File: config.mk
export PLATFORM = sky130hd
export DESIGN_NAME = rtc_frac_counter
export DESIGN_NICKNAME = d
export VERILOG_FILES = /design/src/rtl/rtc_pkg.sv /design/src/rtl/rtc_ratio_regs.sv /design/src/rtl/rtc_frac_accum.sv /design/src/rtl/rtc_count_core.sv /design/src/rtl/rtc_frac_counter.sv
export SDC_FILE = /design/constraint.sdc
export NUM_CORES = 1
export LEC_CHECK = 0
export BUFFER_PORTS_ARGS = -buffer_cell sky130_fd_sc_hd__buf_4
export CORE_MARGIN = 3
export CORE_UTILIZATION = 54
export DETAILED_ROUTE_END_ITERATION = 7
export GPL_TIMING_DRIVEN = 0
export PLACE_DENSITY_LB_ADDON = 0.08
export SLEW_MARGIN = 10
export SYNTH_ARGS = -nofsm -noshare
export SYNTH_HDL_FRONTEND = slang
export SYNTH_SLANG_ARGS = --single-unit
File: constraint.sdc
create_clock -name clk_i -period 4.58 [get_ports clk_i]
set_input_delay 0.916 -clock clk_i [delete_from_list [all_inputs] [get_ports clk_i]]
set_output_delay 0.916 -clock clk_i [all_outputs]
set_load 0.05 [all_outputs]
File: src/rtl/rtc_pkg.sv
package rtc_pkg;
  localparam int BUS_W   = 32;
  localparam int ADDR_W  = 5;
  localparam int FIELD_W = 12;

  localparam logic [ADDR_W-1:0] OFS_CNT_LO = 5'h00;
  localparam logic [ADDR_W-1:0] OFS_CNT_HI = 5'h04;
  localparam logic [ADDR_W-1:0] OFS_NUM    = 5'h10;
  localparam logic [ADDR_W-1:0] OFS_DEN    = 5'h14;

  typedef enum logic [2:0] {
    SEL_NONE, SEL_CNT_LO, SEL_CNT_HI, SEL_NUM, SEL_DEN
  } reg_sel_e;

  function automatic reg_sel_e decode_ofs(input logic [ADDR_W-1:0] a);
    case (a)
      OFS_CNT_LO: return SEL_CNT_LO;
      OFS_CNT_HI: return SEL_CNT_HI;
      OFS_NUM:    return SEL_NUM;
      OFS_DEN:    return SEL_DEN;
      default:    return SEL_NONE;
    endcase
  endfunction
endpackage

File: src/rtl/rtc_ratio_regs.sv
module rtc_ratio_regs #(
  parameter int FIELD_W = 12,
  parameter int RST_NUM = 4,
  parameter int RST_DEN = 25
) (
  input  logic               clk_i,
  input  logic               rst_ni,
  input  logic               wr_num_i,
  input  logic               wr_den_i,
  input  logic [FIELD_W-1:0] field_i,
  output logic [FIELD_W-1:0] num_o,
  output logic [FIELD_W-1:0] den_o
);
  always_ff @(posedge clk_i or negedge rst_ni) begin
    if (!rst_ni) begin
      num_o <= FIELD_W'(RST_NUM);
      den_o <= FIELD_W'(RST_DEN);
    end else begin
      if (wr_num_i) num_o <= field_i;
      if (wr_den_i) den_o <= field_i;
    end
  end
endmodule

File: src/rtl/rtc_frac_accum.sv
module rtc_frac_accum #(
  parameter int FIELD_W = 12,
  localparam int ACC_W  = FIELD_W + 1,
  localparam int SUM_W  = FIELD_W + 2
) (
  input  logic               clk_i,
  input  logic               rst_ni,
  input  logic [FIELD_W-1:0] num_i,
  input  logic [FIELD_W-1:0] den_i,
  input  logic               clr_i,
  output logic               tick_o,
  output logic [ACC_W-1:0]   acc_o
);
  logic [SUM_W-1:0] sum, den_x;
  logic [ACC_W-1:0] acc_nxt;
  logic             degen;

  assign den_x = SUM_W'(den_i);
  assign sum   = SUM_W'(acc_o) + SUM_W'(num_i);
  assign degen = (den_i == '0) || (num_i >= den_i);

  always_comb begin
    if (degen) begin
      tick_o  = 1'b1;
      acc_nxt = '0;
    end else if (sum >= den_x) begin
      tick_o  = 1'b1;
      acc_nxt = ACC_W'(sum - den_x);
    end else begin
      tick_o  = 1'b0;
      acc_nxt = ACC_W'(sum);
    end
  end

  // a ratio write restarts the phase; the tick of this edge still counts
  always_ff @(posedge clk_i or negedge rst_ni) begin
    if (!rst_ni)    acc_o <= '0;
    else if (clr_i) acc_o <= '0;
    else            acc_o <= acc_nxt;
  end
endmodule

File: src/rtl/rtc_count_core.sv
module rtc_count_core #(
  parameter int CNT_W   = 64,
  localparam int HALF_W = CNT_W / 2
) (
  input  logic              clk_i,
  input  logic              rst_ni,
  input  logic              tick_i,
  input  logic              latch_i,
  output logic [CNT_W-1:0]  cnt_o,
  output logic [HALF_W-1:0] shadow_o
);
  always_ff @(posedge clk_i or negedge rst_ni) begin
    if (!rst_ni) cnt_o <= '0;
    else         cnt_o <= cnt_o + CNT_W'(tick_i);
  end

  always_ff @(posedge clk_i or negedge rst_ni) begin
    if (!rst_ni)      shadow_o <= '0;
    else if (latch_i) shadow_o <= cnt_o[CNT_W-1:HALF_W];
  end
endmodule

File: src/rtl/rtc_frac_counter.sv
module rtc_frac_counter
  import rtc_pkg::*;
#(
  parameter int CNT_W   = 64,
  parameter int RST_NUM = 4,
  parameter int RST_DEN = 25,
  localparam int HALF_W = CNT_W / 2,
  localparam int ACC_W  = FIELD_W + 1
) (
  input  logic              clk_i,
  input  logic              rst_ni,
  input  logic              req_i,
  input  logic              we_i,
  input  logic [ADDR_W-1:0] addr_i,
  input  logic [BUS_W-1:0]  wdata_i,
  output logic [BUS_W-1:0]  rdata_o
);
  reg_sel_e           sel;
  logic               wr_num, wr_den, wr_hit, rd_lo, tick;
  logic [FIELD_W-1:0] num, den;
  logic [ACC_W-1:0]   acc;
  logic [CNT_W-1:0]   cnt;
  logic [HALF_W-1:0]  shadow;

  assign sel    = decode_ofs(addr_i);
  assign wr_num = req_i && we_i && (sel == SEL_NUM);
  assign wr_den = req_i && we_i && (sel == SEL_DEN);
  assign wr_hit = wr_num || wr_den;
  assign rd_lo  = req_i && !we_i && (sel == SEL_CNT_LO);

  rtc_ratio_regs #(.FIELD_W(FIELD_W), .RST_NUM(RST_NUM), .RST_DEN(RST_DEN)) u_regs (
    .clk_i, .rst_ni,
    .wr_num_i(wr_num), .wr_den_i(wr_den),
    .field_i (wdata_i[FIELD_W-1:0]),
    .num_o   (num), .den_o(den)
  );

  rtc_frac_accum #(.FIELD_W(FIELD_W)) u_accum (
    .clk_i, .rst_ni,
    .num_i(num), .den_i(den), .clr_i(wr_hit),
    .tick_o(tick), .acc_o(acc)
  );

  rtc_count_core #(.CNT_W(CNT_W)) u_core (
    .clk_i, .rst_ni,
    .tick_i(tick), .latch_i(rd_lo),
    .cnt_o(cnt), .shadow_o(shadow)
  );

  always_comb begin
    rdata_o = '0;
    if (req_i && !we_i) begin
      case (sel)
        SEL_CNT_LO: rdata_o = BUS_W'(cnt[HALF_W-1:0]);
        SEL_CNT_HI: rdata_o = BUS_W'(shadow);
        SEL_NUM:    rdata_o = BUS_W'(num);
        SEL_DEN:    rdata_o = BUS_W'(den);
        default:    rdata_o = '0;
      endcase
    end
  end
endmodule

==> results.md, run 1 <==
- Cells after synthesis: 689
- HPWL after DPL: 13,400 um
- Placed inst area: 8020 um^2
- Port-buffer cells: 52
- DR vias: 5,634
- TritonRoute pass-1 iters: 5
- Worst Setup End Kind: flop
- ANT nets after route: 0
- Initial core utilization: 55.4%
- TritonCTS Buffers: 17
- Cell mode on critical path: ha_4
- Clock Power Share: 30.0%
- Core ar.: 13,300 um^2
- Critical path data required time: 4.89 ns
- Net Sw Frac: 35.2%
- Largest net degree at the start of global routing: 88
- Vias in the first global route: 5,728
- H-tree depth: 4
- Status: finished clean
- Area occupied by multi-input gates: 4040 um^2
- Total GRT Usage: 25.8%
- Max-slew headroom: 57.2%
- Achievable Freq: 0.228 GHz
- CTS tree: built
- Peak supply drop: 0.265 mV
- Final Util: 67.2%
- Main flop type after synthesis: dfrtp_1
- Pwr Density: 526 nW/um^2
- Final nets: 857
- Worst path slowest cell: or4_4
- Yosys reg bits: 133
- Final setup fails: 0
- CP max stage delay: 0.46 ns
- Synth-to-Final Area Change: 21.2%
- GPL Wtd Cong: 0.914
- Avg WL per Cell: 19.0 um
- Slew @ Worst Pin: 0.642 ns
- Die width: 123 um
- Worst path arrival time: 4.70 ns
- Count leader, synth: dfrtp_1
- Worst-path cell chain: ha_2, fa_2, a211oi_4, o21ai_2, a31oi_2, o21bai_1, a21oi_2, xnor2_2, ha_4, nand4_1, or4_4, o2111ai_4, nor2_4, nand2b_4, ha_4, ha_4, nand2_4, nor2_4, nand3_2, nor2_2, nand3_1, xnor2_1
- CTS sink count: 133
- Seq pwr share: 29.9%
- Lkg Pwr: 4.07 nW
- Clock Skew: 0.00785 ns
- Post-synth cell types: 61
- Clock latency on the worst-skew pair: 0.42 ns
- Delay-heaviest family, CP: simple AND/OR/NAND/NOR gates
- Diodes inserted: 0
- Register area: 3330 um^2
- DRT Wirelength: 18,300 um
- Critical path class: flop to flop
- Design Power: 4.70 mW
- Pre-CTS WS: -1.07 ns
- Root Driver: clkbuf_16
- Crit path time final: 4.39 ns
- # fillers: 1,055
- Area leader, netlist: dfrtp_1
- Final Cycle Share: 95.7%
- Share of layout cells above drive strength 1: 25.9%
- Worst hold-check path type: primary input to async pin
- Sequential area share after synthesis: 45.2%
- Hold Violations, Final: 0
- Initial antenna violation count: 0
- Sw Pwr: 1.65 mW
- Crit path max fanout: 5
- Cell area after layout: 8930 um^2
- Post-Syn Area per Cell: 10.7 um^2
- Worst setup margin: 0.195 ns
- Max Slew Vio Count: 0
- Cell Int Power: 3.04 mW
- Number of synthesized flops with an enable pin: 0
- Synth top cells by count: 129 x dfrtp_1, 65 x xnor2_1, 56 x mux2_2
- Die area: 15,100 um^2
- Residual DRC: 0
- Initial drt markers: 449
- Max Cap Viol: 0
- Die Y: 123 um
- Top cell type's share of synthesized area: 43.8%
- Largest cells by area after synthesis: dfrtp_1 44%, mux2_2 8.6%, xnor2_1 7.7%
- Reg clk slew, reported paths: 0.06 ns
- Site row count: 42
- Hold WS: 0.417 ns
- FFs w/ async S/R, synth: 100%
- Crit start category: flop
- First-pass GRT wire length: 29,900 um
- Cell Area, Synth: 7370 um^2
- Clock Tree Buf Depth: 2
- Ports: 73
- Total grt overflow: 0
- Syn_nets: 770
- YS warnings: 0
- Power share of the combinational group: 40.1%
- Crit path buffers/inverters: 0
- Vias per cell: 5.84
## power by group through the flow
stage	clock network [mW]	registers [mW]	logic, mW
final	1.41	1.40	1.88
after global routing	1.48	1.42	2.10
after CTS	1.43	1.40	1.76
after detailed placement	0	1.42	1.62
after global placement	0	1.41	1.59
after floorplan	0	1.38	1.27
## flip-flops by register name (all words and copies together) (netlist names)
register	cells
u_core.cnt_o	64
u_accum.acc_o	13
u_regs.den_o	12
u_regs.num_o	12
u_core.shadow_o	32
## worst paths after layout
check	from	endpoint	slack, ns	depth (start not counted)
worst min register to register	u_core.cnt_o[63]	u_core.cnt_o[63]	0.48	1
max in group asynchronous	rst_ni	u_regs.den_o[4]	3.37	2
worst min-delay path	rst_ni	u_core.cnt_o[57]	0.42	1
worst max register to register	u_regs.num_o[0]	u_core.cnt_o[18]	0.19	22
worst max-delay path	u_regs.num_o[0]	u_core.cnt_o[18]	0.19	22
min in group clk_i	u_core.cnt_o[63]	u_core.cnt_o[63]	0.48	1
## repair_timing
action	CTS	global route
gates cloned	0	0
hold buffers	0	0
setup buffers	7	8
setup endpoints to repair	63	49
pin swaps	7	12
gates resized for setup	27	16
## cell families (layout without fill, tap and decap cells)
kind of cell | after synthesis | count (layout) | share of synthesized area, %
buf+inv | 42 | 141 | 2.63
mux | 61 | 61 | 9.23
xor+xnor | 80 | 80 | 9.50
fa+ha+maj | 40 | 40 | 6.99
compound gates | 135 | 135 | 12.9
flops | 133 | 133 | 45.2
simple gates | 198 | 198 | 13.5
## metrics by stage
| step | cells | setup TNS [ns] |
|---|---|---|
| 4_1_cts | 956 | 0 |
| 2_1_floorplan | 689 | -0.000180 |
| 5_1_grt | 964 | -0.187 |
| 3_5_place_dp | 918 | -44.73 |
| 3_3_place_gp | 917 | -40.40 |
| 6_report | 964 | 0 |
## metal layers
metal	global-route usage, %	vias to the layer above	wire [um]
met5	0	-	0
met4	9.03	0	331
met3	4.42	24	657
met2	41.3	115	8950
met1	35.7	2827	8390
li1	-	2668	-
## area by class of cell
| class | count | share of cell area, % |
|---|---|---|
| repair buffers | 68 | 5.98 |
| well taps | 176 | 2.46 |
| clock buffers | 19 | 4.85 |
| plain buffers | 24 | 1.53 |
| flip-flops and latches | 133 | 37.3 |
| inverters | 18 | 0.756 |
| clock inverters | 12 | 1.92 |
| multi-input cells | 514 | 45.2 |
## placed cells by master, fill, tap and decap left out, drive strengths merged, types with 35 or more instances in the layout
master / netlist / final
buf: 8 / 76
nand2: 43 / 43
nor2: 51 / 51
xnor2: 65 / 65
mux2: 56 / 56
dfrtp: 129 / 129
ha: 38 / 38
clkbuf: 16 / 35
a22oi: 45 / 45
No activity file was read; power rests on OpenSTA's default activity.
==> run 2: changes to the inputs <==
--- a/config.mk
+++ b/config.mk
@@ -6,8 +6,10 @@
 export NUM_CORES = 1
 export LEC_CHECK = 0
 export BUFFER_PORTS_ARGS = -buffer_cell sky130_fd_sc_hd__buf_4
+export CELL_PAD_IN_SITES_DETAIL_PLACEMENT = 1
+export CELL_PAD_IN_SITES_GLOBAL_PLACEMENT = 1
 export CORE_MARGIN = 3
-export CORE_UTILIZATION = 54
+export CORE_UTILIZATION = 43
 export DETAILED_ROUTE_END_ITERATION = 7
 export GPL_TIMING_DRIVEN = 0
 export PLACE_DENSITY_LB_ADDON = 0.08
==> run 2 against run 1 <==
Effect of this change: cell area increased by 2.9%; fmax fell by 2.6%; register-to-register slack got worse by 0.12 ns; largest power group unchanged; sequential share of layout area decreased by 1.1 points; clock skew grew 0.0012 ns; via count rose by 2.0%; critical path depth unchanged; worst setup slack worse by 0.12 ns; combinational power is 6% higher; first-iteration DRC count is 49% lower; final cell count grew 5.5%; count of clock-buffer cells in the layout rose by 2.
==> results.md, run 2 (synthesis gave the netlist of run 1 again) <==
- Avg WL per Cell: 20.4 um
- Worst Setup End Kind: flop
- DR vias: 5,746
- Crit path time final: 4.50 ns
- Clock Power Share: 30.4%
- Root Driver: clkbuf_16
- Die Y: 137 um
- Initial core utilization: 44.1%
- Initial drt markers: 230
- Cell mode on critical path: ha_4
- Achievable Freq: 0.222 GHz
- TritonRoute pass-1 iters: 4
- Largest net degree at the start of global routing: 72
- Worst hold-check path type: flop to flop
- Ports: 73
- Core ar.: 16,700 um^2
- Power share of the combinational group: 40.8%
- Critical path data required time: 4.89 ns
- Top reg by flops: u_core.cnt_o
- H-tree depth: 4
- Lkg Pwr: 4.14 nW
- HPWL after DPL: 15,200 um
- Diodes inserted: 0
- Max FFs per register: 64
- CP max stage delay: 0.46 ns
- Port-buffer cells: 52
- CTS tree: built
- Residual DRC: 0
- First-pass GRT wire length: 33,200 um
- Max-slew headroom: 53.5%
- Seq pwr share: 28.8%
- Top Registers: u_core.cnt_o (64), u_core.shadow_o (32), u_accum.acc_o (13)
- Leading cell type in the layout, fill and taps excluded: dfrtp_1
- Crit path max fanout: 7
- Hold Violations, Final: 0
- Status: finished clean
- Pwr Density: 533 nW/um^2
- Vias per cell: 5.65
- GPL Wtd Cong: 0.834
- # fillers: 1,839
- CTS sink count: 133
- Clock Tree Buf Depth: 2
- ANT nets after route: 0
- Worst-path cell chain: ha_4, fa_2, a211oi_4, o21ai_2, a31oi_2, o21bai_1, a21oi_1, xnor2_1, ha_2, nand4_1, or4_4, o2111ai_4, nor2_4, nand2b_4, ha_4, ha_4, nand2_8, nor2_4, and2_4, buf_8, nand4_1, xnor2_1
- Net Sw Frac: 34.8%
- Final Util: 55.0%
- Site row count: 47
- Clock Skew: 0.00902 ns
- Synth-to-Final Area Change: 24.7%
- Share of layout cells above drive strength 1: 28.4%
- Final nets: 865
- Area occupied by multi-input gates: 4120 um^2
- Total grt overflow: 0
- Sw Pwr: 1.70 mW
- Hold Buf Count CTS: 0
- Die area: 18,800 um^2
- Final setup fails: 0
- Die width: 137 um
- DRT Wirelength: 20,800 um
- Worst path slowest cell: or4_4
- Total GRT Usage: 23.1%
- Peak supply drop: 0.305 mV
- Critical path class: flop to flop
- Design Power: 4.90 mW
- Final Cycle Share: 98.3%
- Crit start category: flop
- Max Slew Vio Count: 0
- Slew @ Worst Pin: 0.697 ns
- Clock latency on the worst-skew pair: 0.42 ns
- Register area: 3330 um^2
- Cell Int Power: 3.19 mW
- Worst path arrival time: 4.81 ns
- Most frequent cells in the layout: 129 x dfrtp_1, 73 x buf_4, 62 x xnor2_1
- Initial antenna violation count: 0
- Reg clk slew, reported paths: 0.06 ns
- Max Cap Viol: 0
- RSZ-0062 raised after global routing: yes
- Vias in the first global route: 6,213
- TritonCTS Buffers: 17
## run 2: layer usage
| metal | routed length, um | vias to the layer above | GRT usage, % |
|---|---|---|---|
| met1 | 9450 | 2942 | 30.9 |
| met5 | 0 | - | 0 |
| li1 | - | 2691 | - |
| met4 | 408 | 0 | 7.21 |
| met3 | 627 | 32 | 4.30 |
| met2 | 10300 | 81 | 38.0 |
## run 2: critical path, delay by kind of cell (launching register included)
family	cells	cell delay (ns)
adder cells (fa/ha/maj)	5	1.33
AND/OR/NAND/NOR	8	1.22
AO/OA/AOI/OAI	6	1.02
flip-flops	1	0.41
XOR/XNOR	2	0.28
buffers and inverters	1	0.12
## run 2: layout make-up
| cell class | count | area share [%] |
|---|---|---|
| plain buffers | 24 | 1.57 |
| clock buffers | 21 | 5.23 |
| clock inverters | 11 | 1.86 |
| inverters | 18 | 0.735 |
| multi-input cells | 514 | 44.9 |
| flip-flops and latches | 133 | 36.3 |
| well taps | 220 | 2.99 |
| repair buffers | 76 | 6.51 |
## run 2: through the flow
stage	TNS (ns)	instances	hold slack [ns]	worst slack, ns	instance area, um^2
3_5_place_dp	-48.08	962	0.469	-1.22	8080
2_1_floorplan	-0.000180	689	0.440	-0.000180	7380
3_3_place_gp	-42.33	961	0.460	-1.09	8040
4_1_cts	0	1003	0.485	0.0259	8940
6_report	0	1017	0.467	0.0793	9190
5_1_grt	-1.54	1017	0.511	-0.113	9190
## run 2: final timing paths
check	startpoint	to	slack, ns	depth (start not counted)
worst min-delay path	u_core.cnt_o[63]	u_core.cnt_o[63]	0.47	1
worst min register to register	u_core.cnt_o[63]	u_core.cnt_o[63]	0.47	1
worst max register to register	u_regs.num_o[0]	u_core.cnt_o[58]	0.08	22
worst max-delay path	u_regs.num_o[0]	u_core.cnt_o[58]	0.08	22
min in group asynchronous	rst_ni	u_core.cnt_o[56]	0.50	1
max in group asynchronous	rst_ni	u_core.cnt_o[5]	3.33	2
## run 2: power groups by stage
stage	clock [mW]	combinational [mW]	sequential, mW
after global routing	1.58	2.22	1.42
after CTS	1.51	1.82	1.40
after global placement	0	1.61	1.41
after detailed placement	0	1.66	1.42
after floorplan	0	1.27	1.38
final	1.49	2.00	1.41
## run 2: timing repair
action | 4_1_cts | 5_1_grt
gates resized for setup | 33 | 32
setup buffers | 9 | 14
endpoints found under the setup margin | 63 | 47
pin swaps | 10 | 26
==> run 3: changes to the inputs <==
--- a/config.mk
+++ b/config.mk
@@ -5,7 +5,7 @@
 export SDC_FILE = /design/constraint.sdc
 export NUM_CORES = 1
 export LEC_CHECK = 0
-export BUFFER_PORTS_ARGS = -buffer_cell sky130_fd_sc_hd__buf_4
+export BUFFER_PORTS_ARGS = -buffer_cell sky130_fd_sc_hd__buf_2
 export CELL_PAD_IN_SITES_DETAIL_PLACEMENT = 1
 export CELL_PAD_IN_SITES_GLOBAL_PLACEMENT = 1
 export CORE_MARGIN = 3
==> run 3 against run 2 <==
Effect of this change: sequential share of layout area is 1.1 points higher; final cell count decreased by 0.29%; utilization shrank 1.6 points; count of clock-buffer cells in the layout is 3 lower; clock skew is 0.0010 ns higher; die area unchanged; flip-flop and latch count stayed put; first-iteration DRC count grew 13%; critical endpoint is now u_core.cnt_o[21]; largest power group unchanged.
==> results.md, run 3 (synthesis gave the netlist of run 1 again) <==
- Status: finished clean
- Register area: 3330 um^2
- Critical path data required time: 4.88 ns
- Worst-path cell chain: ha_4, fa_2, a211oi_4, o21ai_2, a31oi_2, o21bai_1, a21oi_1, xnor2_1, ha_2, nand4_1, or4_4, o2111ai_4, nor2_4, nand2b_4, ha_4, nand3_2, nor2_2, and3_1, nand4_1, xnor2_1
- TritonCTS Buffers: 17
- Critical path class: flop to flop
- Site row count: 47
- Initial antenna violation count: 0
- Delay-heaviest family, CP: simple AND/OR/NAND/NOR gates
- Clock Skew: 0.0100 ns
- Worst Setup End Kind: flop
- DR vias: 5,670
- Initial drt markers: 260
- Cell area after layout: 8920 um^2
- Synth-to-Final Area Change: 21.0%
- Hold Violations, Final: 0
- Share of layout cells above drive strength 1: 27.1%
- Final nets: 862
- Lkg Pwr: 4.07 nW
- Total grt overflow: 0
- Area occupied by multi-input gates: 4050 um^2
- Pwr Density: 540 nW/um^2
- Final Cycle Share: 97.2%
- Core ar.: 16,700 um^2
- Worst hold-check path type: primary input to async pin
- Final setup fails: 0
- Top Registers: u_core.cnt_o (64), u_core.shadow_o (32), u_accum.acc_o (13)
- Top reg by flops: u_core.cnt_o
- Busiest grt layer: met2
- Most frequent cells in the layout: 129 x dfrtp_1, 65 x xnor2_1, 56 x mux2_2
- Die Y: 137 um
- Achievable Freq: 0.225 GHz
- Hold Buf Count CTS: 0
- Met3 GRT Util: 4.23%
- Die area: 18,800 um^2
- Grt met1 use: 31.4%
- Leading cell type in the layout, fill and taps excluded: dfrtp_1
- Max Slew Vio Count: 0
- Initial core utilization: 44.1%
- CTS sink count: 133
- CTS tree: built
- Crit start category: flop
- Diodes inserted: 0
- Ports: 73
- Met2 Usage GRT: 38.4%
- Peak supply drop: 0.325 mV
- Port-buffer cells: 52
- Reg clk slew, reported paths: 0.06 ns
- Worst path arrival time: 4.75 ns
- # fillers: 1,813
- Vias in the first global route: 6,124
- Die width: 137 um
- Placed inst area: 7950 um^2
- GPL Wtd Cong: 0.840
- Clock Tree Buf Depth: 2
- Avg WL per Cell: 20.1 um
- Root Driver: clkbuf_16
- Slew @ Worst Pin: 0.655 ns
- DRT Wirelength: 20,400 um
- Max-slew headroom: 56.3%
- Residual DRC: 0
- Pre-CTS WS: -1.31 ns
- H-tree depth: 4
- CP max stage delay: 0.46 ns
- First-pass GRT wire length: 33,200 um
- Worst setup margin: 0.129 ns
- Worst path slowest cell: or4_4
- Vias per cell: 5.59
- Clock latency on the worst-skew pair: 0.43 ns
- RSZ-0062 raised after global routing: yes
- ANT nets after route: 0
- TritonRoute pass-1 iters: 4
- Max FFs per register: 64
- Total GRT Usage: 23.2%
- HPWL after DPL: 15,100 um
- Crit path time final: 4.45 ns
- Crit path max fanout: 4
- Max Cap Viol: 0
- Crit path buffers/inverters: 0
- Largest net degree at the start of global routing: 69
## run 3: routing by layer
metal / part of all wire, % / up-vias
li1: - / 2687
met1: 47 / 2896
met2: 49 / 65
met3: 2.4 / 22
met4: 1.5 / 0
met5: 0 / -
## run 3: power breakdown
group / total (mW) / switching, mW / internal, mW
logic: 1.98 / 1.07 / 0.914
registers: 1.41 / 0.119 / 1.29
clock network: 1.42 / 0.548 / 0.875
total: 4.82 / 1.74 / 3.08
## run 3: area by class of cell
type                    count  share of cell area (%)
inverters                  18                   0.757
well taps                 220                    3.09
flip-flops and latches    133                    37.4
clock inverters            14                    1.96
clock buffers              18                    4.92
plain buffers              23                    1.44
multi-input cells         514                    45.4
repair buffers             74                    5.06
## run 3: path summary, 6_finish.rpt
path                                   from               end  slack [ns]  cells after the start
hold / removal                       rst_ni  u_core.cnt_o[59]        0.48                      1
setup / recovery            u_regs.num_o[0]  u_core.cnt_o[21]        0.13                     20
min in group clk_i         u_core.cnt_o[63]  u_core.cnt_o[63]        0.48                      1
max in group asynchronous            rst_ni   u_regs.den_o[4]        3.31                      2
hold reg to reg            u_core.cnt_o[63]  u_core.cnt_o[63]        0.48                      1
setup reg to reg            u_regs.num_o[0]  u_core.cnt_o[21]        0.13                     20
## run 3: metrics by stage
stage	TNS, ns	util [%]	instances	hold WS (ns)	total power, mW
3_3_place_gp	-42.98	47.4	961	0.457	3.02
2_1_floorplan	-0.000180	-	689	0.440	2.65
3_5_place_dp	-54.21	47.6	962	0.461	3.09
6_report	0	53.4	1014	0.478	4.82
4_1_cts	0	52.9	1009	0.475	4.75
5_1_grt	-1.25	53.4	1014	0.504	5.12
## run 3: timing repair
action                                  in CTS  in global routing
gates resized for setup                     33                 16
endpoints found under the setup margin      63                 43
setup buffers                               15                  7
pin swaps                                   14                  7
